[src/rtl/sigroute_pkg.sv]
package sigroute_pkg;

  localparam int unsigned SEL_W      = 2;
  localparam int unsigned ADDR_W     = 7;
  localparam int unsigned DATA_W     = 8;
  localparam int unsigned FRAME_BITS = 1 + ADDR_W + DATA_W;

  typedef enum logic [SEL_W-1:0] {
    SRC_GRP_A = 2'd0,
    SRC_GRP_B = 2'd1,
    SRC_LOW   = 2'd2,
    SRC_HIGH  = 2'd3
  } route_src_e;

endpackage

[src/rtl/sigroute_in_sync.sv]
module sigroute_in_sync #(
  parameter int unsigned STAGES = 2
) (
  input  logic clk,
  input  logic rst_n,
  input  logic sclk_in,
  input  logic cs_n_in,
  input  logic mosi_in,
  output logic rst_sync_n,
  output logic sclk_s,
  output logic cs_n_s,
  output logic mosi_s
);

  logic [STAGES-1:0] rst_pipe_q, rst_pipe_d;
  logic [STAGES-1:0] sclk_pipe_q, sclk_pipe_d;
  logic [STAGES-1:0] cs_pipe_q, cs_pipe_d;
  logic [STAGES-1:0] mosi_pipe_q, mosi_pipe_d;

  always_comb begin
    rst_pipe_d  = {rst_pipe_q[STAGES-2:0], 1'b1};
    sclk_pipe_d = {sclk_pipe_q[STAGES-2:0], sclk_in};
    cs_pipe_d   = {cs_pipe_q[STAGES-2:0], cs_n_in};
    mosi_pipe_d = {mosi_pipe_q[STAGES-2:0], mosi_in};
  end

  // Reset asserts at once and releases after STAGES clock edges.
  always_ff @(posedge clk or negedge rst_n) begin
    if (!rst_n) begin
      rst_pipe_q  <= '0;
      sclk_pipe_q <= '0;
      cs_pipe_q   <= '1;
      mosi_pipe_q <= '0;
    end else begin
      rst_pipe_q  <= rst_pipe_d;
      sclk_pipe_q <= sclk_pipe_d;
      cs_pipe_q   <= cs_pipe_d;
      mosi_pipe_q <= mosi_pipe_d;
    end
  end

  assign rst_sync_n = rst_pipe_q[STAGES-1];
  assign sclk_s     = sclk_pipe_q[STAGES-1];
  assign cs_n_s     = cs_pipe_q[STAGES-1];
  assign mosi_s     = mosi_pipe_q[STAGES-1];

endmodule

[src/rtl/sigroute_spi_frame.sv]
module sigroute_spi_frame
  import sigroute_pkg::*;
#(
  parameter int unsigned KEEP_W = SEL_W
) (
  input  logic              clk,
  input  logic              rst_n,
  input  logic              sclk_s,
  input  logic              cs_n_s,
  input  logic              mosi_s,
  input  logic              cs_n_raw,
  input  logic [DATA_W-1:0] rd_data,
  output logic [ADDR_W-1:0] rd_addr,
  output logic              wr_en,
  output logic [ADDR_W-1:0] wr_addr,
  output logic [KEEP_W-1:0] wr_data,
  output logic              miso
);

  localparam int unsigned CNT_W     = $clog2(FRAME_BITS + 2);
  localparam int unsigned HDR_BITS  = 1 + ADDR_W;
  localparam logic [CNT_W-1:0] CNT_FULL  = CNT_W'(FRAME_BITS);
  localparam logic [CNT_W-1:0] CNT_LOAD  = CNT_W'(HDR_BITS - 1);
  localparam logic [CNT_W-1:0] CNT_SHIFT = CNT_W'(HDR_BITS + 1);
  localparam logic [CNT_W-1:0] CNT_LAST  = CNT_W'(FRAME_BITS - 1);

  logic                  sclk_d_q, cs_d_q;
  logic [CNT_W-1:0]      cnt_q, cnt_d;
  logic [FRAME_BITS-1:0] rx_q, rx_d;
  logic [DATA_W-1:0]     tx_q, tx_d;
  logic                  is_rd_q, is_rd_d;
  logic                  sclk_rise, sclk_fall, cs_start, cs_end;
  logic                  cnt_en, rx_en, tx_load, tx_shift;

  assign sclk_rise = sclk_s & ~sclk_d_q & ~cs_n_s;
  assign sclk_fall = ~sclk_s & sclk_d_q & ~cs_n_s;
  assign cs_start  = ~cs_n_s & cs_d_q;
  assign cs_end    = cs_n_s & ~cs_d_q;

  // Header byte as it stands once its eighth bit arrives.
  assign rd_addr = {rx_q[ADDR_W-2:0], mosi_s};

  assign cnt_en   = sclk_rise & (cnt_q != '1);
  assign rx_en    = sclk_rise;
  assign tx_load  = sclk_rise & (cnt_q == CNT_LOAD);
  assign tx_shift = sclk_fall & (cnt_q >= CNT_SHIFT) & (cnt_q <= CNT_LAST);

  always_comb begin
    cnt_d   = cnt_q;
    rx_d    = rx_q;
    tx_d    = tx_q;
    is_rd_d = is_rd_q;
    if (cs_start) begin
      cnt_d   = '0;
      is_rd_d = 1'b0;
    end else begin
      if (cnt_en)   cnt_d = cnt_q + 1'b1;
      if (rx_en)    rx_d  = {rx_q[FRAME_BITS-2:0], mosi_s};
      if (tx_load) begin
        tx_d    = rd_data;
        is_rd_d = rx_q[ADDR_W-1];
      end else if (tx_shift) begin
        tx_d = {tx_q[DATA_W-2:0], 1'b0};
      end
    end
  end

  always_ff @(posedge clk or negedge rst_n) begin
    if (!rst_n) begin
      sclk_d_q <= 1'b0;
      cs_d_q   <= 1'b1;
      cnt_q    <= '0;
      rx_q     <= '0;
      tx_q     <= '0;
      is_rd_q  <= 1'b0;
    end else begin
      sclk_d_q <= sclk_s;
      cs_d_q   <= cs_n_s;
      cnt_q    <= cnt_d;
      rx_q     <= rx_d;
      tx_q     <= tx_d;
      is_rd_q  <= is_rd_d;
    end
  end

  assign wr_en   = cs_end & (cnt_q == CNT_FULL) & ~rx_q[FRAME_BITS-1];
  assign wr_addr = rx_q[FRAME_BITS-2 -: ADDR_W];
  assign wr_data = rx_q[KEEP_W-1:0];
  assign miso    = ~cs_n_raw & is_rd_q & tx_q[DATA_W-1];

endmodule

[src/rtl/sigroute_cfg_bank.sv]
module sigroute_cfg_bank
  import sigroute_pkg::*;
#(
  parameter int unsigned NUM_SEL = 2
) (
  input  logic                     clk,
  input  logic                     rst_n,
  input  logic                     wr_en,
  input  logic [ADDR_W-1:0]        wr_addr,
  input  logic [SEL_W-1:0]         wr_data,
  input  logic [ADDR_W-1:0]        rd_addr,
  output logic [DATA_W-1:0]        rd_data,
  output logic [NUM_SEL*SEL_W-1:0] sel_flat
);

  logic [SEL_W-1:0] sel_q [NUM_SEL];
  logic [SEL_W-1:0] sel_d [NUM_SEL];
  logic [NUM_SEL-1:0] sel_en;

  always_comb begin
    for (int k = 0; k < NUM_SEL; k++) begin
      sel_en[k] = wr_en & (wr_addr == ADDR_W'(k));
      sel_d[k]  = sel_en[k] ? wr_data : sel_q[k];
    end
  end

  always_comb begin
    rd_data = '0;
    for (int k = 0; k < NUM_SEL; k++) begin
      if (rd_addr == ADDR_W'(k)) rd_data = DATA_W'(sel_q[k]);
    end
  end

  generate
    for (genvar g = 0; g < NUM_SEL; g++) begin : g_sel
      always_ff @(posedge clk or negedge rst_n) begin
        if (!rst_n) sel_q[g] <= '0;
        else        sel_q[g] <= sel_d[g];
      end
      assign sel_flat[g*SEL_W +: SEL_W] = sel_q[g];
    end
  endgenerate

endmodule

[src/rtl/sigroute_lane_mux.sv]
module sigroute_lane_mux
  import sigroute_pkg::*;
(
  input  logic [SEL_W-1:0] sel,
  input  logic             src_a,
  input  logic             src_b,
  output logic             lane
);

  always_comb begin
    unique case (route_src_e'(sel))
      SRC_GRP_A: lane = src_a;
      SRC_GRP_B: lane = src_b;
      SRC_LOW:   lane = 1'b0;
      SRC_HIGH:  lane = 1'b1;
      default:   lane = 1'b0;
    endcase
  end

endmodule

[src/rtl/sigroute_fabric.sv]
module sigroute_fabric
  import sigroute_pkg::*;
#(
  parameter int unsigned NUM_SEL       = 2,
  parameter int unsigned LANES_PER_SEL = 3,
  parameter int unsigned SYNC_STAGES   = 2
) (
  input  logic                               clk,
  input  logic                               rst_n,
  input  logic                               spi_sclk,
  input  logic                               spi_cs_n,
  input  logic                               spi_mosi,
  output logic                               spi_miso,
  input  logic [NUM_SEL*LANES_PER_SEL-1:0]   grp_a,
  input  logic [NUM_SEL*LANES_PER_SEL-1:0]   grp_b,
  output logic [NUM_SEL*LANES_PER_SEL-1:0]   lane_out
);

  localparam int unsigned NUM_LANES = NUM_SEL * LANES_PER_SEL;

  logic                     rst_sync_n;
  logic                     sclk_s, cs_n_s, mosi_s;
  logic [ADDR_W-1:0]        rd_addr, wr_addr;
  logic [DATA_W-1:0]        rd_data;
  logic                     wr_en;
  logic [SEL_W-1:0]         wr_data;
  logic [NUM_SEL*SEL_W-1:0] sel_flat;

  sigroute_in_sync #(.STAGES(SYNC_STAGES)) u_sync (
    .clk       (clk),
    .rst_n     (rst_n),
    .sclk_in   (spi_sclk),
    .cs_n_in   (spi_cs_n),
    .mosi_in   (spi_mosi),
    .rst_sync_n(rst_sync_n),
    .sclk_s    (sclk_s),
    .cs_n_s    (cs_n_s),
    .mosi_s    (mosi_s)
  );

  sigroute_spi_frame #(.KEEP_W(SEL_W)) u_frame (
    .clk     (clk),
    .rst_n   (rst_sync_n),
    .sclk_s  (sclk_s),
    .cs_n_s  (cs_n_s),
    .mosi_s  (mosi_s),
    .cs_n_raw(spi_cs_n),
    .rd_data (rd_data),
    .rd_addr (rd_addr),
    .wr_en   (wr_en),
    .wr_addr (wr_addr),
    .wr_data (wr_data),
    .miso    (spi_miso)
  );

  sigroute_cfg_bank #(.NUM_SEL(NUM_SEL)) u_bank (
    .clk     (clk),
    .rst_n   (rst_sync_n),
    .wr_en   (wr_en),
    .wr_addr (wr_addr),
    .wr_data (wr_data),
    .rd_addr (rd_addr),
    .rd_data (rd_data),
    .sel_flat(sel_flat)
  );

  generate
    for (genvar i = 0; i < NUM_LANES; i++) begin : g_lane
      sigroute_lane_mux u_mux (
        .sel  (sel_flat[(i / LANES_PER_SEL) * SEL_W +: SEL_W]),
        .src_a(grp_a[i]),
        .src_b(grp_b[i]),
        .lane (lane_out[i])
      );
    end
  endgenerate

endmodule

[config.mk]
export PLATFORM = sky130hd
export DESIGN_NAME = sigroute_fabric
export DESIGN_NICKNAME = d
export VERILOG_FILES = /design/src/rtl/sigroute_pkg.sv /design/src/rtl/sigroute_in_sync.sv /design/src/rtl/sigroute_spi_frame.sv /design/src/rtl/sigroute_cfg_bank.sv /design/src/rtl/sigroute_lane_mux.sv /design/src/rtl/sigroute_fabric.sv
export SDC_FILE = /design/constraint.sdc
export NUM_CORES = 1
export LEC_CHECK = 0
export BUFFER_PORTS_ARGS = -buffer_cell sky130_fd_sc_hd__buf_2
export CAP_MARGIN = 20
export CORE_ASPECT_RATIO = 1.5
export CORE_UTILIZATION = 25
export CTS_CLUSTER_DIAMETER = 30
export DETAILED_ROUTE_END_ITERATION = 6
export HOLD_SLACK_MARGIN = 0.05
export PLACE_DENSITY = 0.43
export SYNTH_ARGS = -nofsm -noshare
export SYNTH_HDL_FRONTEND = slang
export SYNTH_SLANG_ARGS = --single-unit
[constraint.sdc]
create_clock -name clk -period 1.2 [get_ports clk]
set_input_delay 0.06 -clock clk [delete_from_list [all_inputs] [get_ports clk]]
set_output_delay 0.06 -clock clk [all_outputs]
set_load 0.02 [all_outputs]
Word-level counts from Yosys, hierarchy flattened
Index checks and enable logic that the tools add are counted.
{"block": "totals", "regBits": 44, "latchBits": 0, "ramBits": 0, "mem_bits_ro": 0, "output_inout_bits": 7, "mem_count": 0}
{"block": "classes", "add_sub_neg": 1, "mul": 0, "div": 0, "order_cmp": 2, "n_eq_ne": 11, "n_shift": 0, "n_mux": 14, "bitwise": 23, "reduce_logical": 9}
{"op": "8-bit two-way mux", "count": 3}
{"op": "1-bit case mux with 4 select lines", "count": 6}
{"op": "1-bit bitwise AND", "count": 16}
{"op": "7-bit by 1-bit == test with 1-bit output, second input constant", "count": 2}
{"op": "7-bit logical NOT", "count": 2}
{"op": "5-bit two-way mux", "count": 2}
{"op": "2-bit == test, second input constant", "count": 4}
{"op": "1-bit inverter", "count": 7}
{"op": "2-bit nonzero test", "count": 3}
{"op": "5-bit by 1-bit adder with 5-bit output, second input constant", "count": 1}
{"op": "5-bit by 3-bit == test with 1-bit output, second input constant", "count": 1}
{"op": "5-bit == test, second input constant", "count": 1}
{"op": "5-bit by 4-bit greater-or-equal comparator with 1-bit output, second input constant", "count": 1}
{"op": "5-bit by 4-bit less-or-equal comparator with 1-bit output, second input constant", "count": 1}
{"op": "5-bit inequality test, second input constant", "count": 1}
{"op": "2-bit by 1-bit == test with 1-bit output, second input constant", "count": 2}
{"op": "2-bit logical NOT", "count": 2}
{"op": "2-bit AND reduction", "count": 2}
{"op": "1-bit two-way mux", "count": 2}
{"op": "2-bit two-way mux", "count": 1}

Longest topological paths before layout
{"block": "logic_depth", "ltp_word": 7, "ltp_mapped": 7, "ltp_nobuf": 7}

By module
Synthesis repeated with hierarchy kept, for this count alone.
{"block": "unflattened", "hier_cells": 179, "area_unflattened_um2": 2192.1}
{"mod": "sigroute_spi_frame", "instances": 1, "cells_per_inst": 126, "area_per_inst_um2": 1611.5}
{"mod": "sigroute_cfg_bank", "instances": 1, "cells_per_inst": 26, "area_per_inst_um2": 276.5}
{"mod": "sigroute_in_sync", "instances": 1, "cells_per_inst": 9, "area_per_inst_um2": 206.4}
{"mod": "sigroute_lane_mux", "instances": 6, "cells_per_inst": 3, "area_per_inst_um2": 16.3}

Least setup slack after synthesis
OpenSTA, ideal clock, no wires.
{"block": "synth_timing", "kind": "reg2reg", "start": "reg u_frame.cnt_q[0]", "end": "reg u_frame.cnt_q[3]", "arrival_time_ns": 1.902, "t_required_ns": 1.068, "slack_ns": -0.834, "stages_incl_launch_ff": 8, "synth_period_minus_slack_ns": 2.034, "cell_sequence": "dfrtp_1 -> ha_1 -> and3_1 -> ha_1 -> nor4b_2 -> nand4_1 -> xor2_1 -> nor2_1"}
{"block": "synth_between", "elab_chain_cells": 3, "elab_cells_between_ends": 6, "cone_classes": "1 x add/sub; 1 x eq/ne; 2 x mux; 1 x bitwise; 1 x reduce/logical"}
{"element": "start: declaration", "line": "sigroute_spi_frame.sv:28", "text": "logic [CNT_W-1:0] cnt_q, cnt_d;"}
{"element": "start signal: assignment", "line": "sigroute_spi_frame.sv:79", "text": "cnt_q <= cnt_d;"}
{"element": "5-bit by 1-bit adder with 5-bit output / 5-bit inequality test (equally long branches)", "line": "sigroute_spi_frame.sv:57, sigroute_spi_frame.sv:43"}
{"element": "5-bit two-way mux / 1-bit bitwise AND (equally long branches)", "line": "sigroute_spi_frame.sv:57, sigroute_spi_frame.sv:43"}
{"element": "5-bit two-way mux / 2-bit nonzero test (equally long branches)"}
Several ways; a longest one is shown, not always the timed one. The select of a mux whose other input is x is not followed.
A chain may end at the register's enable or synchronous reset.

Worst setup path after layout
{"block": "layout_timing", "start": "reg u_frame.rx_q[15]", "end": "reg u_bank.sel_q (netlist bit u_bank.sel_flat[3])"}
{"block": "layout_between", "elab_chain_cells": 3}
{"element": "start: declaration", "line": "sigroute_spi_frame.sv:29", "text": "logic [FRAME_BITS-1:0] rx_q, rx_d;"}
{"element": "start signal: assignment", "line": "sigroute_spi_frame.sv:80", "text": "rx_q <= rx_d;"}
{"element": "1-bit inverter", "line": "sigroute_spi_frame.sv:86", "text": "assign wr_en = cs_end & (cnt_q == CNT_FULL) & ~rx_q[FRAME_BITS-1];"}
{"element": "1-bit bitwise AND", "line": "sigroute_spi_frame.sv:86"}
{"element": "1-bit bitwise AND", "line": "sigroute_cfg_bank.sv:22", "text": "sel_en[k] = wr_en & (wr_addr == ADDR_W'(k));"}
{"element": "end signal: indexed assignment", "line": "sigroute_cfg_bank.sv:38", "text": "else sel_q[g] <= sel_d[g];"}
{"element": "end: declaration", "line": "sigroute_cfg_bank.sv:16", "text": "logic [SEL_W-1:0] sel_q [NUM_SEL];"}
Every way passes these cells.

==> impl_metrics.json <==
{
  "outcome": "complete, but fails checks",
  "failing_checks": "setup timing",
  "pins_over_their_slew_limit": 0,
  "grtUsageTotal": 0.123,
  "finalSetupViolCount": 40,
  "final_area_mm2": 0.00303,
  "ir_worst_vdd_mv": 0.652,
  "sum_of_negative_setup_slack_ns": -18.15,
  "path_max_fanout": 2,
  "worst_setup_hold_path_clk_slew_ns": 0.06,
  "route.detailed.wl_per_inst_um": 13.8,
  "unrepaired_setup_endpoints_after_global_routing": "yes",
  "drcViolationCount": 0,
  "placeableCoreArea_mm2": 0.00766,
  "via_per_inst": 4.37,
  "detail_route.wirelength_mm": 4.60,
  "fin_nets": 252,
  "first_global_vias": 1570,
  "synthesis.nets": 185,
  "n_antenna_cell": 0,
  "worst_r2r_endpoint": "u_bank.sel_flat[3]",
  "top_level_ports": 24,
  "synth_top_area_share": 0.518,
  "ctsRootBufferMaster": "sky130_fd_sc_hd__clkbuf_16",
  "io_buffers": 23,
  "synthTopCellsByArea": "sky130_fd_sc_hd__dfrtp_1 (52%), sky130_fd_sc_hd__mux2_2 (12%), sky130_fd_sc_hd__nand2_1 (4.4%), sky130_fd_sc_hd__mux2i_1 (4.0%), sky130_fd_sc_hd__dfstp_2 (4.0%)",
  "ys.warnings.count": 0,
  "fmax_ghz": 0.538,
  "drt_first_pass_iters": 3,
  "worstPathCellList": "or4_4, or4b_4, mux2_2",
  "netlist.top_cell.by_area": "sky130_fd_sc_hd__dfrtp_1",
  "crit_type": "reg2reg",
  "place_area_mm2": 0.00253,
  "chipHeight_um": 111,
  "critical_path_required_ns": 1.37,
  "synth_edf_count": 0,
  "ys_async_sr_fraction": 1.00,
  "critical_path.slowest_cell": "sky130_fd_sc_hd__or4_4",
  "ys_types": 35,
  "grt_overflow_total": 0,
  "crit_path_max_incr_delay_ns": 0.54,
  "grt_start_max_net_pins": 37,
  "timing_hold_violations_final": 0,
  "start_kind": "register",
  "drt-initial-drc-count": 28,
  "syn2layout_area_growth_pct": 53.1,
  "synth_flop_cell": "sky130_fd_sc_hd__dfrtp_1",
  "post-route-period-util": 1.55,
  "power_per_cell_area_mw_per_mm2": 1410,
  "route.antenna.remaining_nets": 0,
  "grt_pass1_wl_mm": 7.53,
  "timing.critical_path.arrival_ns": 2.03,
  "yosysMostFrequentCell": "sky130_fd_sc_hd__dfrtp_1",
  "vias": 1454,
  "clock_insertion_delay_worst_skew_ns": 0.29,
  "synth_cells": 163,
  "number_of_antenna_violations_at_the_first_check_in_global_routing": 0,
  "clock_path_buffers": 2,
  "ff2ff_setup_slack_ns": -0.66,
  "worstHoldPathType": "in2async",
  "cts_tree": "built",
  "syn_area_mm2": 0.00198,
  "cts.sinks": 44,
  "p_leak_nw": 1.45,
  "cts-htree-levels": 2,
  "worstSetupEndpointType": "register",
  "max_cap_violations": 0,
  "fp.dieArea_mm2": 0.00829,
  "place_worst_setup_slack_ns": -0.700,
  "synth_seq_area_share": 0.558,
  "fin_worst_skew_ns": 0.00371,
  "synthTopCellsByCount": "sky130_fd_sc_hd__dfrtp_1 (41), sky130_fd_sc_hd__nand2_1 (23), sky130_fd_sc_hd__mux2_2 (21)",
  "timing.rr.start": "u_frame.rx_q[15]",
  "floorplan.initialDensity": 0.259,
  "numCtsBuffers": 5,
  "drive_gt1_frac": 0.580,
  "setup_ws_ns": -0.659,
  "placement_rows": 39,
  "postSynthAreaPerCell_um2": 12.2,
  "finalWorstPathRequiredPeriod_ns": 1.86,
  "gpl.final_weighted_congestion": 0.682,
  "synth.ff_latch_count": 44,
  "detailedPlacementHpwl_mm": 3.03,
  "floorplan.die.width_um": 74.7,
  "rr_worst_depth": 3
}
metal layers:
| layer | wire length (µm) | global-route usage | vias to the layer above |
|---|---|---|---|
| met5 | 0 | 0 | - |
| met4 | 151 | 0.0667 | 0 |
| met3 | 124 | 0.0309 | 9 |
| met2 | 2490 | 0.211 | 26 |
| met1 | 1830 | 0.133 | 719 |
| li1 | - | - | 700 |
power breakdown:
part / internal [W] / switching (W)
Clock: 0.000829 / 0.000565
Combinational: 0.000609 / 0.000494
Sequential: 0.00164 / 0.000134
cells by family (layout without fill, tap and decap cells):
family	Yosys count	count (layout)	share of synthesized area
flops	44	44	0.558
other cells	1	1	0.00189
simple gates	54	55	0.149
fa+ha+maj	5	5	0.0316
mux	29	29	0.160
compound gates	14	14	0.0455
buf+inv	13	80	0.0411
xor+xnor	3	3	0.0133
flip-flops by register name (all words and copies together) (netlist names), 2 cells and up:
signal / flops
u_frame.tx_q: 8
u_bank.sel_flat: 4
u_sync.cs_pipe_q: 2
u_sync.rst_pipe_q: 2
u_frame.rx_q: 16
u_sync.mosi_pipe_q: 2
u_sync.sclk_pipe_q: 2
u_frame.cnt_q: 5
how the worst max path moves through the flow:
stage	slack, ns	from	endpoint
4_1_cts	-0.66	u_frame.cnt_q[1]	u_frame.tx_q[0]
3_5_place_dp	-0.70	u_sync.cs_pipe_q[1]	u_bank.sel_flat[0]
6_report	-0.66	u_frame.rx_q[15]	u_bank.sel_flat[3]
2_1_floorplan	-0.60	u_frame.cnt_q[0]	u_frame.tx_q[0]
3_3_place_gp	-0.65	u_frame.cnt_q[1]	u_frame.tx_q[0]
5_1_grt	-0.72	u_sync.cs_pipe_q[1]	u_bank.sel_flat[3]
through the flow:
stage	total power [W]	hold WS, ns	instances	utilization
floorplan	0.00232	-0.236	163	-
global placement	0.00261	-0.0865	312	0.331
detailed placement	0.00262	-0.0856	312	0.331
CTS	0.00428	0.136	329	0.383
global route	0.00451	0.154	333	0.396
finish	0.00428	0.140	333	0.396
worst max-delay path, delay by kind of cell, from the launching register on:
kind	cells	cell delay [ns]
multiplexers	1	0.28
AND/OR/NAND/NOR	2	1.08
flip-flops	1	0.38
final cells by class:
cell class | count | area [µm²]
Fill cell | 759 | 4630
Multi-Input combinational cell | 107 | 1060
Sequential cell | 44 | 1110
Timing Repair Buffer | 68 | 566
Clock buffer | 7 | 143
Inverter | 4 | 15.0
Tap cell | 102 | 128
Clock inverter | 1 | 7.51
placed cells by master, fill, tap and decap left out, types with 2 or more instances in the layout:
| cell type | synthesis | routed |
|---|---|---|
| sky130_fd_sc_hd__dfrtp_1 | 41 | 37 |
| sky130_fd_sc_hd__buf_4 | 6 | 32 |
| sky130_fd_sc_hd__nand2_1 | 23 | 19 |
| sky130_fd_sc_hd__buf_2 | 2 | 17 |
| sky130_fd_sc_hd__mux2_4 | 0 | 16 |
| sky130_fd_sc_hd__buf_6 | 1 | 12 |
| sky130_fd_sc_hd__nor2_1 | 12 | 9 |
| sky130_fd_sc_hd__mux2i_1 | 8 | 8 |
| sky130_fd_sc_hd__o21ai_1 | 0 | 6 |
| sky130_fd_sc_hd__clkbuf_16 | 0 | 6 |
| sky130_fd_sc_hd__mux2_2 | 21 | 5 |
| sky130_fd_sc_hd__or4_4 | 0 | 4 |
| sky130_fd_sc_hd__dlygate4sd3_1 | 0 | 4 |
| sky130_fd_sc_hd__dfrtp_2 | 0 | 4 |
| sky130_fd_sc_hd__inv_1 | 4 | 3 |
| sky130_fd_sc_hd__nor2_4 | 0 | 3 |
| sky130_fd_sc_hd__nand2_2 | 0 | 3 |
| sky130_fd_sc_hd__or4b_4 | 1 | 3 |
| sky130_fd_sc_hd__ha_4 | 0 | 3 |
| sky130_fd_sc_hd__dfstp_2 | 3 | 3 |
| sky130_fd_sc_hd__or3b_4 | 1 | 2 |
| sky130_fd_sc_hd__nor4b_4 | 0 | 2 |
| sky130_fd_sc_hd__nand4_1 | 2 | 2 |
| sky130_fd_sc_hd__xor2_1 | 2 | 2 |
| sky130_fd_sc_hd__buf_12 | 0 | 2 |
repair_timing:
| action | in CTS | in global routing |
|---|---|---|
| hold endpoints to repair | 11 | 0 |
| setup endpoints to repair | 40 | 40 |
| cloned | 1 | 1 |
| resized for setup | 48 | 21 |
| pin swaps | 16 | 17 |
| hold buffers | 4 | 0 |
| setup buffers | 4 | 3 |
No activity file was read; power rests on OpenSTA's default activity.
